`src/rtl/ssp_pkg.sv`:
```
package ssp_pkg;
  localparam int SSP_SEL_W = 2;

  typedef struct packed {
    logic                 msb_first;
    logic                 int_clk;
    logic [SSP_SEL_W-1:0] div_sel;
  } ssp_mode_t;
endpackage

```
`src/rtl/ssp_sync.sv`:
```
module ssp_sync #(
  parameter int STAGES = 2
) (
  input  logic clk,
  input  logic rst_n,
  input  logic din,
  output logic rise,
  output logic fall
);
  logic [STAGES:0] pipe_q;
  logic [STAGES:0] pipe_d;

  always_comb begin
    pipe_d = {pipe_q[STAGES-1:0], din};
  end

  always_ff @(posedge clk or negedge rst_n) begin
    if (!rst_n) pipe_q <= '1;
    else        pipe_q <= pipe_d;
  end

  assign rise = pipe_q[STAGES-1] & ~pipe_q[STAGES];
  assign fall = ~pipe_q[STAGES-1] & pipe_q[STAGES];
endmodule

```
`src/rtl/ssp_clkgen.sv`:
```
module ssp_clkgen #(
  parameter int BASE_HALF = 4,
  parameter int SEL_W     = 2
) (
  input  logic             clk,
  input  logic             rst_n,
  input  logic             load,
  input  logic             run,
  input  logic [SEL_W-1:0] div_sel,
  output logic             sck,
  output logic             rise,
  output logic             fall
);
  localparam int MAX_HALF = BASE_HALF << ((1 << SEL_W) - 1);
  localparam int CNT_W    = $clog2(MAX_HALF);

  logic [CNT_W-1:0] cnt_q, cnt_d;
  logic             sck_q, sck_d;
  logic [CNT_W:0]   half;
  logic             term;

  always_comb begin
    half = (CNT_W+1)'(BASE_HALF) << div_sel;
    term = run && ({1'b0, cnt_q} == (half - (CNT_W+1)'(1)));
  end

  always_comb begin
    cnt_d = cnt_q;
    sck_d = sck_q;
    if (load) begin
      cnt_d = '0;
      sck_d = 1'b1;
    end else if (run) begin
      if (term) begin
        cnt_d = '0;
        sck_d = ~sck_q;
      end else begin
        cnt_d = cnt_q + CNT_W'(1);
      end
    end else begin
      cnt_d = '0;
    end
  end

  always_ff @(posedge clk or negedge rst_n) begin
    if (!rst_n) begin
      cnt_q <= '0;
      sck_q <= 1'b1;
    end else begin
      cnt_q <= cnt_d;
      sck_q <= sck_d;
    end
  end

  assign sck  = sck_q;
  assign rise = term & ~sck_q & ~load;
  assign fall = term & sck_q & ~load;
endmodule

```
`src/rtl/ssp_shifter.sv`:
```
module ssp_shifter #(
  parameter int W = 8
) (
  input  logic         clk,
  input  logic         rst_n,
  input  logic         load,
  input  logic [W-1:0] load_data,
  input  logic         rise,
  input  logic         fall,
  input  logic         msb_first,
  input  logic         sdi,
  output logic [W-1:0] data,
  output logic         sdo,
  output logic         busy,
  output logic         done
);
  localparam int CNT_W = $clog2(W);

  logic [W-1:0]     sh_q, sh_d;
  logic [CNT_W-1:0] cnt_q, cnt_d;
  logic             act_q, act_d;
  logic             done_q, done_d;
  logic             sdo_q, sdo_d;

  always_comb begin
    sh_d   = sh_q;
    cnt_d  = cnt_q;
    act_d  = act_q;
    done_d = 1'b0;
    sdo_d  = sdo_q;
    if (load) begin
      sh_d  = load_data;
      cnt_d = CNT_W'(W - 1);
      act_d = 1'b1;
    end else begin
      if (fall) begin
        sdo_d = msb_first ? sh_q[W-1] : sh_q[0];
      end
      if (rise) begin
        sh_d = msb_first ? {sh_q[W-2:0], sdi} : {sdi, sh_q[W-1:1]};
        if (act_q) begin
          if (cnt_q == '0) begin
            act_d  = 1'b0;
            done_d = 1'b1;
          end else begin
            cnt_d = cnt_q - CNT_W'(1);
          end
        end
      end
    end
  end

  always_ff @(posedge clk or negedge rst_n) begin
    if (!rst_n) begin
      sh_q   <= '0;
      cnt_q  <= '0;
      act_q  <= 1'b0;
      done_q <= 1'b0;
      sdo_q  <= 1'b1;
    end else begin
      sh_q   <= sh_d;
      cnt_q  <= cnt_d;
      act_q  <= act_d;
      done_q <= done_d;
      sdo_q  <= sdo_d;
    end
  end

  assign data = sh_q;
  assign sdo  = sdo_q;
  assign busy = act_q;
  assign done = done_q;
endmodule

```
`src/rtl/sync_serial_port.sv`:
```
module sync_serial_port
  import ssp_pkg::*;
#(
  parameter int DATA_W      = 8,
  parameter int BASE_HALF   = 4,
  parameter int SYNC_STAGES = 2
) (
  input  logic                 clk,
  input  logic                 rst_n,
  input  logic                 wr_en,
  input  logic [DATA_W-1:0]    wr_data,
  output logic [DATA_W-1:0]    rd_data,
  input  logic                 mode_wr,
  input  logic [SSP_SEL_W+1:0] mode_wdata,
  output logic                 busy,
  output logic                 irq,
  output logic                 sdo,
  output logic                 sdo_oe,
  input  logic                 sdi,
  input  logic                 sck_in,
  output logic                 sck_out,
  output logic                 sck_oe
);
  ssp_mode_t mode_q, mode_d;
  logic      int_mode;
  logic      gen_rise, gen_fall, gen_sck;
  logic      ext_rise, ext_fall;
  logic      sh_rise, sh_fall;
  logic      xfer_busy;

  always_comb begin
    mode_d = mode_q;
    if (mode_wr) mode_d = ssp_mode_t'(mode_wdata);
  end

  always_ff @(posedge clk or negedge rst_n) begin
    if (!rst_n) mode_q <= '0;
    else        mode_q <= mode_d;
  end

  assign int_mode = mode_q.int_clk;

  ssp_clkgen #(
    .BASE_HALF (BASE_HALF),
    .SEL_W     (SSP_SEL_W)
  ) clkgen_i (
    .clk     (clk),
    .rst_n   (rst_n),
    .load    (wr_en),
    .run     (xfer_busy & int_mode),
    .div_sel (mode_q.div_sel),
    .sck     (gen_sck),
    .rise    (gen_rise),
    .fall    (gen_fall)
  );

  ssp_sync #(
    .STAGES (SYNC_STAGES)
  ) sync_i (
    .clk   (clk),
    .rst_n (rst_n),
    .din   (sck_in),
    .rise  (ext_rise),
    .fall  (ext_fall)
  );

  always_comb begin
    sh_rise = int_mode ? gen_rise : ext_rise;
    sh_fall = int_mode ? gen_fall : ext_fall;
  end

  ssp_shifter #(
    .W (DATA_W)
  ) shifter_i (
    .clk       (clk),
    .rst_n     (rst_n),
    .load      (wr_en),
    .load_data (wr_data),
    .rise      (sh_rise),
    .fall      (sh_fall),
    .msb_first (mode_q.msb_first),
    .sdi       (sdi),
    .data      (rd_data),
    .sdo       (sdo),
    .busy      (xfer_busy),
    .done      (irq)
  );

  assign busy    = xfer_busy;
  assign sck_out = gen_sck;
  assign sck_oe  = int_mode;
  assign sdo_oe  = ~int_mode | xfer_busy;
endmodule

```
`config.mk`:
```
export PLATFORM = sky130hd
export DESIGN_NAME = sync_serial_port
export DESIGN_NICKNAME = d
export VERILOG_FILES = /design/src/rtl/ssp_pkg.sv /design/src/rtl/ssp_sync.sv /design/src/rtl/ssp_clkgen.sv /design/src/rtl/ssp_shifter.sv /design/src/rtl/sync_serial_port.sv
export SDC_FILE = /design/constraint.sdc
export NUM_CORES = 1
export LEC_CHECK = 0
export ABC_CLOCK_PERIOD_IN_PS = 2800
export BUFFER_PORTS_ARGS = -buffer_cell sky130_fd_sc_hd__buf_2
export CELL_PAD_IN_SITES_DETAIL_PLACEMENT = 1
export CELL_PAD_IN_SITES_GLOBAL_PLACEMENT = 2
export CORE_MARGIN = 2
export CORE_UTILIZATION = 36
export CTS_CLUSTER_SIZE = 24
export DETAILED_ROUTE_END_ITERATION = 8
export PLACE_DENSITY_LB_ADDON = 0.1
export SKIP_CTS_REPAIR_TIMING = 1
export SLEW_MARGIN = 20
export SYNTH_ARGS = -nofsm -noshare
export SYNTH_HDL_FRONTEND = slang
export SYNTH_SLANG_ARGS = --single-unit
```
`constraint.sdc`:
```
create_clock -name clk -period 2.8 [get_ports clk]
set_input_delay 0.28 -clock clk [delete_from_list [all_inputs] [get_ports clk]]
set_output_delay 0.28 -clock clk [all_outputs]
set_load 0.01 [all_outputs]
```
==> results of run 1 <==
-- power breakdown --
group	total (W)	leakage [nW]	switching, W	internal (W)
clock	0.000225	0.0228	0.000123	0.000102
combinational	0.000170	0.442	0.0000793	0.0000908
sequential	0.000481	0.315	0.0000456	0.000435
-- synthesized netlist by cell type --
library cell	number	area, µm²
a2111oi_2	1	15.01
a211o_1	1	8.760
a21o_1	1	7.510
a21oi_1	2	10.01
and2b_1	1	7.510
and2b_2	1	8.760
and3_1	1	6.260
and4b_1	1	10.01
buf_2	2	10.01
buf_6	1	11.26
clkbuf_1	2	7.510
dfrtp_1	22	550.5
dfstp_2	5	131.4
ha_1	3	37.54
inv_1	2	7.510
mux2_2	14	157.7
mux2i_1	10	100.1
nand2_1	14	52.55
nand2b_1	2	12.51
nand3_1	4	20.02
nand3b_4	1	20.02
nand4_4	1	21.27
nor2_1	10	37.54
nor2b_1	1	6.260
nor2b_2	1	8.760
o2111a_1	1	11.26
o21ai_0	8	40.04
o21ai_1	1	5.000
o21ai_4	1	16.27
or2_4	1	8.760
or2b_1	1	7.510
or3b_1	1	8.760
or4b_1	1	10.01
xnor2_1	1	8.760
xor2_1	4	35.03
-- registers in the layout, indices dropped and copies added, names as in the netlist --
name and flops:
mode_q 3, shifter_i.sdo 1, sck_oe 1, sync_i.pipe_q 3
shifter_i.cnt_q 3, clkgen_i.sck 1, shifter_i.data 8, shifter_i.busy 1
clkgen_i.cnt_q 5, shifter_i.done 1
-- logic make-up after synthesis --
family | after synthesis | share of synthesized area, %
DFF | 27 | 48.10
muxes | 24 | 18.18
buffers and inverters | 7 | 2.560
adders and majority gates | 3 | 2.648
AOI/OAI and AO/OA | 16 | 8.032
xor gates and xnor gates | 5 | 3.089
and+or+nand+nor | 42 | 17.39
-- per-stage QoR --
step | instance area (µm²) | utilization [%] | hold slack, ns | total power (W)
2_1_floorplan | 1418 | - | -0.01559 | 0.0005871
3_3_place_gp | 1604 | 43.17 | 0.3242 | 0.0006549
3_5_place_dp | 1604 | 43.17 | 0.3291 | 0.0006635
4_1_cts | 1649 | 44.38 | 0.02084 | 0.0008908
5_1_grt | 1649 | 44.38 | 0.04024 | 0.0009298
6_report | 1649 | 44.38 | -0.008072 | 0.0008762
-- per-layer routing --
metal	vias to the layer above	global-route usage [%]	part of all wire, %
met5	-	0	0
met4	0	4.592	1.2
met3	4	3.209	4.1
met2	20	26.00	49
met1	512	19.66	46
li1	489	-	-
-- cell type report --
cell class	instances	area share, %
timing repair buffer	31	9.408
clock buffer	4	2.731
tap	48	3.642
multi-input combinational	90	42.41
inverter	2	0.4552
sequential	27	41.35
-- worst max-delay path by stage --
stage	startpoint	endpoint	slack (ns)
after CTS	sck_oe	shifter_i.data[3]	1.08
final	clkgen_i.cnt_q[3]	shifter_i.data[2]	1.10
after global placement	wr_en	shifter_i.data[7]	1.09
after floorplan	sync_i.pipe_q[1]	shifter_i.data[0]	1.24
after detailed placement	wr_en	shifter_i.data[3]	1.05
after global routing	mode_q[1]	shifter_i.data[4]	0.98
==> summary.md, run 1 <==
| Metric | Value |
|---|---|
| FF-to-FF setup slack | `1.10 ns` |
| Data arrival, critical path | `1.86 ns` |
| Routed len/inst | `14.67 µm` |
| Outcome | `finished with violations` |
| Hold Slack | `-0.008072 ns` |
| Crit-path max cell delay | `0.43 ns` |
| Leakage | `0.7794 nW` |
| CTS sink count | `27` |
| Final Wtd Congestion | `0.6960` |
| Num ports | `32` |
| PortBufs | `31` |
| Setup CP Type | `register to register` |
| CTS buffer count | `3` |
| PnR worst setup slack | `1.104 ns` |
| Initial drt markers | `24` |
| FF-to-FF End | `shifter_i.data[2]` |
| Worst hold path class | `input port to asynchronous set/reset pin` |
| Register area | `681.9 µm²` |
| Worst-margin pin slew | `0.5950 ns` |
| Failing checks | `hold timing` |
| Commonest non-fill, non-tap cell in the layout | `buf_2` |
| First-pass GRT wire length | `5188 µm` |
| Crit Reg-Reg Startpoint | `clkgen_i.cnt_q[3]` |
| Worst vdd ir | `0.0002327 V` |
| Filler cell count | `423` |
| Post-DP HPWL | `2182 µm` |
| Yosys Warn Count | `0` |
| DRC errors left | `0` |
| Buf+Inv Stages, Crit Path | `0` |
| Nets | `176` |
| Power density over cell area | `531.3 nW/µm²` |
| Detailed Routing Iterations Pass 1 | `4` |
| Clock Skew | `0.007711 ns` |
| Area growth from synthesis to layout | `16.33%` |
| CTS tree | `built` |
| DIE HEIGHT | `66.75 µm` |
| CP Depth | `5` |
| Most frequent cells in the layout | `buf_2 (31), dfrtp_1 (22), nand2_1 (14), mux2_2 (14)` |
| Antenna violations before repair | `0` |
| Via-per-instance ratio | `5.074` |
| Synthesized instance count | `124` |
| Pins Over Slew Limit | `0` |
| Netlist cell types | `35` |
| Post-route insts no fill | `202` |
| Std cell rows | `22` |
| Initial core utilization | `38.15%` |
| Final Setup Violations | `0` |
| Share of cells above drive strength 1 | `38.96%` |
| Clk Latency, worst-skew pair | `0.28 ns` |
| WP data required | `2.96 ns` |
| Max_cap viols | `0` |
| Largest net degree at the start of global routing | `29` |
| Gr ovfl total | `0` |
| Element type at the critical path end | `register` |
| Worst-path clk slew | `0.09 ns` |
| Die width | `66.75 µm` |
| Cell count of the worst reg-to-reg path | `5` |
| Maximum clock path buffer count | `2` |
| Synth Cell Area | `1418 µm²` |
| Tmin final | `1.696 ns` |
| Routed wire length | `2964 µm` |
| H-tree depth | `1` |
| Total number of vias | `1,025` |
| Post-route setup TNS | `0 ns` |
| Critical-path cell list | `or2_4 -> o21ai_4 -> nand4_4 -> nand3b_4 -> mux2_2` |
| Avg Synthesized Cell Area | `11.43 µm²` |
| Delay-heaviest family, CP | `simple AND/OR/NAND/NOR gates` |
| DRT antenna net count | `0` |
| Net Count, Synth | `145` |
| N_diodes | `0` |
| CP Max Fanout | `8` |
| Count of final hold-check violations | `9` |
| Register bit total from synthesis | `27` |
| Total GRT Usage | `15.37%` |
| Core Region | `3716 µm²` |
| Number of global-route vias before repair | `1,080` |
| Achievable Freq | `0.5897 GHz` |
| Root buffer selected by CTS | `clkbuf_8` |
| RSZ-0062 raised after global routing | `no` |
| Multi-input gate area | `699.4 µm²` |
| Dpl cells | `198` |
| Rel. slew slack | `60.33%` |
| Slowest CP cell | `dfrtp_1` |
| Area of the die | `4456 µm²` |
| Setup WS pre-CTS | `1.054 ns` |
| Part of the cycle the worst path needs | `60.56%` |
| Critical path launch point type | `register` |
| Sequential area share after synthesis | `48.10%` |
Note: power is estimated with default switching activity, not from simulation.
==> inputs of run 2 (changes only) <==
--- a/config.mk
+++ b/config.mk
@@ -5,12 +5,12 @@
 export SDC_FILE = /design/constraint.sdc
 export NUM_CORES = 1
 export LEC_CHECK = 0
-export ABC_CLOCK_PERIOD_IN_PS = 2800
+export ABC_CLOCK_PERIOD_IN_PS = 1510
 export BUFFER_PORTS_ARGS = -buffer_cell sky130_fd_sc_hd__buf_2
 export CELL_PAD_IN_SITES_DETAIL_PLACEMENT = 1
 export CELL_PAD_IN_SITES_GLOBAL_PLACEMENT = 2
 export CORE_MARGIN = 2
-export CORE_UTILIZATION = 36
+export CORE_UTILIZATION = 31
 export CTS_CLUSTER_SIZE = 24
 export DETAILED_ROUTE_END_ITERATION = 8
 export PLACE_DENSITY_LB_ADDON = 0.1
==> constraint.sdc (replaced) <==
create_clock -name clk -period 1.51 [get_ports clk]
set_input_delay 0.151 -clock clk [delete_from_list [all_inputs] [get_ports clk]]
set_output_delay 0.151 -clock clk [all_outputs]
set_load 0.01 [all_outputs]
==> summary.md, run 2 (synthesized netlist as in run 1, its figures left out) <==
| Metric | Value |
|---|---|
| Outcome | `finished with violations` |
| Failing checks | `setup timing` |
| Number of global-route vias before repair | `1,097` |
| Count of final hold-check violations | `0` |
| Final Wtd Congestion | `0.8490` |
| Die width | `71.63 µm` |
| DRT antenna net count | `0` |
| DRC errors left | `0` |
| PnR worst setup slack | `-0.1505 ns` |
| Nets | `192` |
| Initial drt markers | `15` |
| Num ports | `32` |
| Delay-heaviest family, CP | `simple AND/OR/NAND/NOR gates` |
| Element type at the critical path end | `register` |
| Tmin final | `1.660 ns` |
| Antenna violations before repair | `0` |
| Clock Skew | `0.002355 ns` |
| Clk Latency, worst-skew pair | `0.27 ns` |
| Leakage | `0.8662 nW` |
| Via-per-instance ratio | `4.851` |
| Buf+Inv Stages, Crit Path | `0` |
| Commonest non-fill, non-tap cell in the layout | `buf_2` |
| Routed wire length | `3155 µm` |
| Post-Place Cell Area | `1714 µm²` |
| Max_cap viols | `0` |
| RSZ-0062 raised after global routing | `yes` |
| Worst vdd ir | `0.0003287 V` |
| Routed len/inst | `14.21 µm` |
| H-tree depth | `1` |
| Core Region | `4384 µm²` |
| Total GRT Usage | `13.36%` |
| Detailed Routing Iterations Pass 1 | `3` |
| WP data required | `1.68 ns` |
| Worst hold path class | `input port to register` |
| Finished Cell Area | `1803 µm²` |
| Total number of vias | `1,077` |
| Largest register FFs | `8` |
| CP Max Fanout | `8` |
| Post-route setup TNS | `-1.378 ns` |
| Post-DP HPWL | `2394 µm` |
| Setup WS pre-CTS | `-0.1592 ns` |
| Critical-path cell list | `or2_4 -> o21ai_4 -> nand4_4 -> nand3b_4 -> mux2_2` |
| Initial core utilization | `32.33%` |
| CTS sink count | `27` |
| Pins Over Slew Limit | `0` |
| Area of the die | `5130 µm²` |
| Power density over cell area | `921.0 nW/µm²` |
| Dpl cells | `216` |
| Achievable Freq | `0.6022 GHz` |
| Multi-input gate area | `721.9 µm²` |
| Critical path launch point type | `register` |
| Rel. slew slack | `58.68%` |
| Root buffer selected by CTS | `clkbuf_8` |
| Maximum clock path buffer count | `2` |
| N_diodes | `0` |
| Part of the cycle the worst path needs | `110.0%` |
| Largest net degree at the start of global routing | `28` |
| Most frequent cells in the layout | `buf_2 (31), dfrtp_1 (21), nand2_1 (14), buf_4 (14), mux2_2 (13)` |
| CTS buffer count | `3` |
| First-pass GRT wire length | `5451 µm` |
| Filler cell count | `494` |
| Worst-path clk slew | `0.10 ns` |
| PortBufs | `31` |
| Crit-path max cell delay | `0.44 ns` |
| Setup CP Type | `register to register` |
| Share of cells above drive strength 1 | `46.47%` |
| CTS tree | `built` |
| Slowest CP cell | `dfrtp_1` |
| Data arrival, critical path | `1.83 ns` |
| Register area | `683.2 µm²` |
| Gr ovfl total | `0` |
| DIE HEIGHT | `71.63 µm` |
| Area growth from synthesis to layout | `27.18%` |
| Post-route insts no fill | `222` |
| Worst-margin pin slew | `0.6198 ns` |
| Final Setup Violations | `12` |
| Std cell rows | `24` |
-- run 2: layer usage --
layer	vias to the layer above	GRT usage (%)	wire, µm
li1	522	-	-
met1	532	18.61	1476
met2	19	21.81	1525
met3	4	2.672	129
met4	0	2.516	24
met5	-	0	0
-- run 2: path summary, 6_finish.rpt --
path | end | slack, ns | cells after the start | start
max in group asynchronous | sck_oe | 0.65 | 2 | rst_n
min reg2reg | sync_i.pipe_q[1] | 0.36 | 0 | sync_i.pipe_q[0]
max reg2reg | shifter_i.data[6] | -0.15 | 5 | mode_q[1]
min | mode_q[1] | 0.10 | 2 | mode_wdata[1]
min in group asynchronous | mode_q[1] | 0.42 | 2 | rst_n
max | shifter_i.data[6] | -0.15 | 5 | mode_q[1]
-- run 2: cell type report --
class	count	area share, %
tap	52	3.609
multi-input combinational	90	40.04
timing repair buffer	47	15.54
clock buffer	4	2.498
sequential	27	37.89
inverter	2	0.4164
-- run 2: through the flow --
stage,hold WS [ns],total power (W),util (%)
final,0.1023,0.001661,41.12
after global routing,0.1018,0.001770,41.12
after CTS,-0.09043,0.001673,40.13
after detailed placement,0.2119,0.001248,39.10
after global placement,0.2039,0.001238,39.10
after floorplan,-0.1446,0.001089,-
-- run 2: where the power goes --
part	internal, W	switching [W]
Clock	0.000189	0.000233
Sequential	0.000808	0.0000805
Combinational	0.000193	0.000156
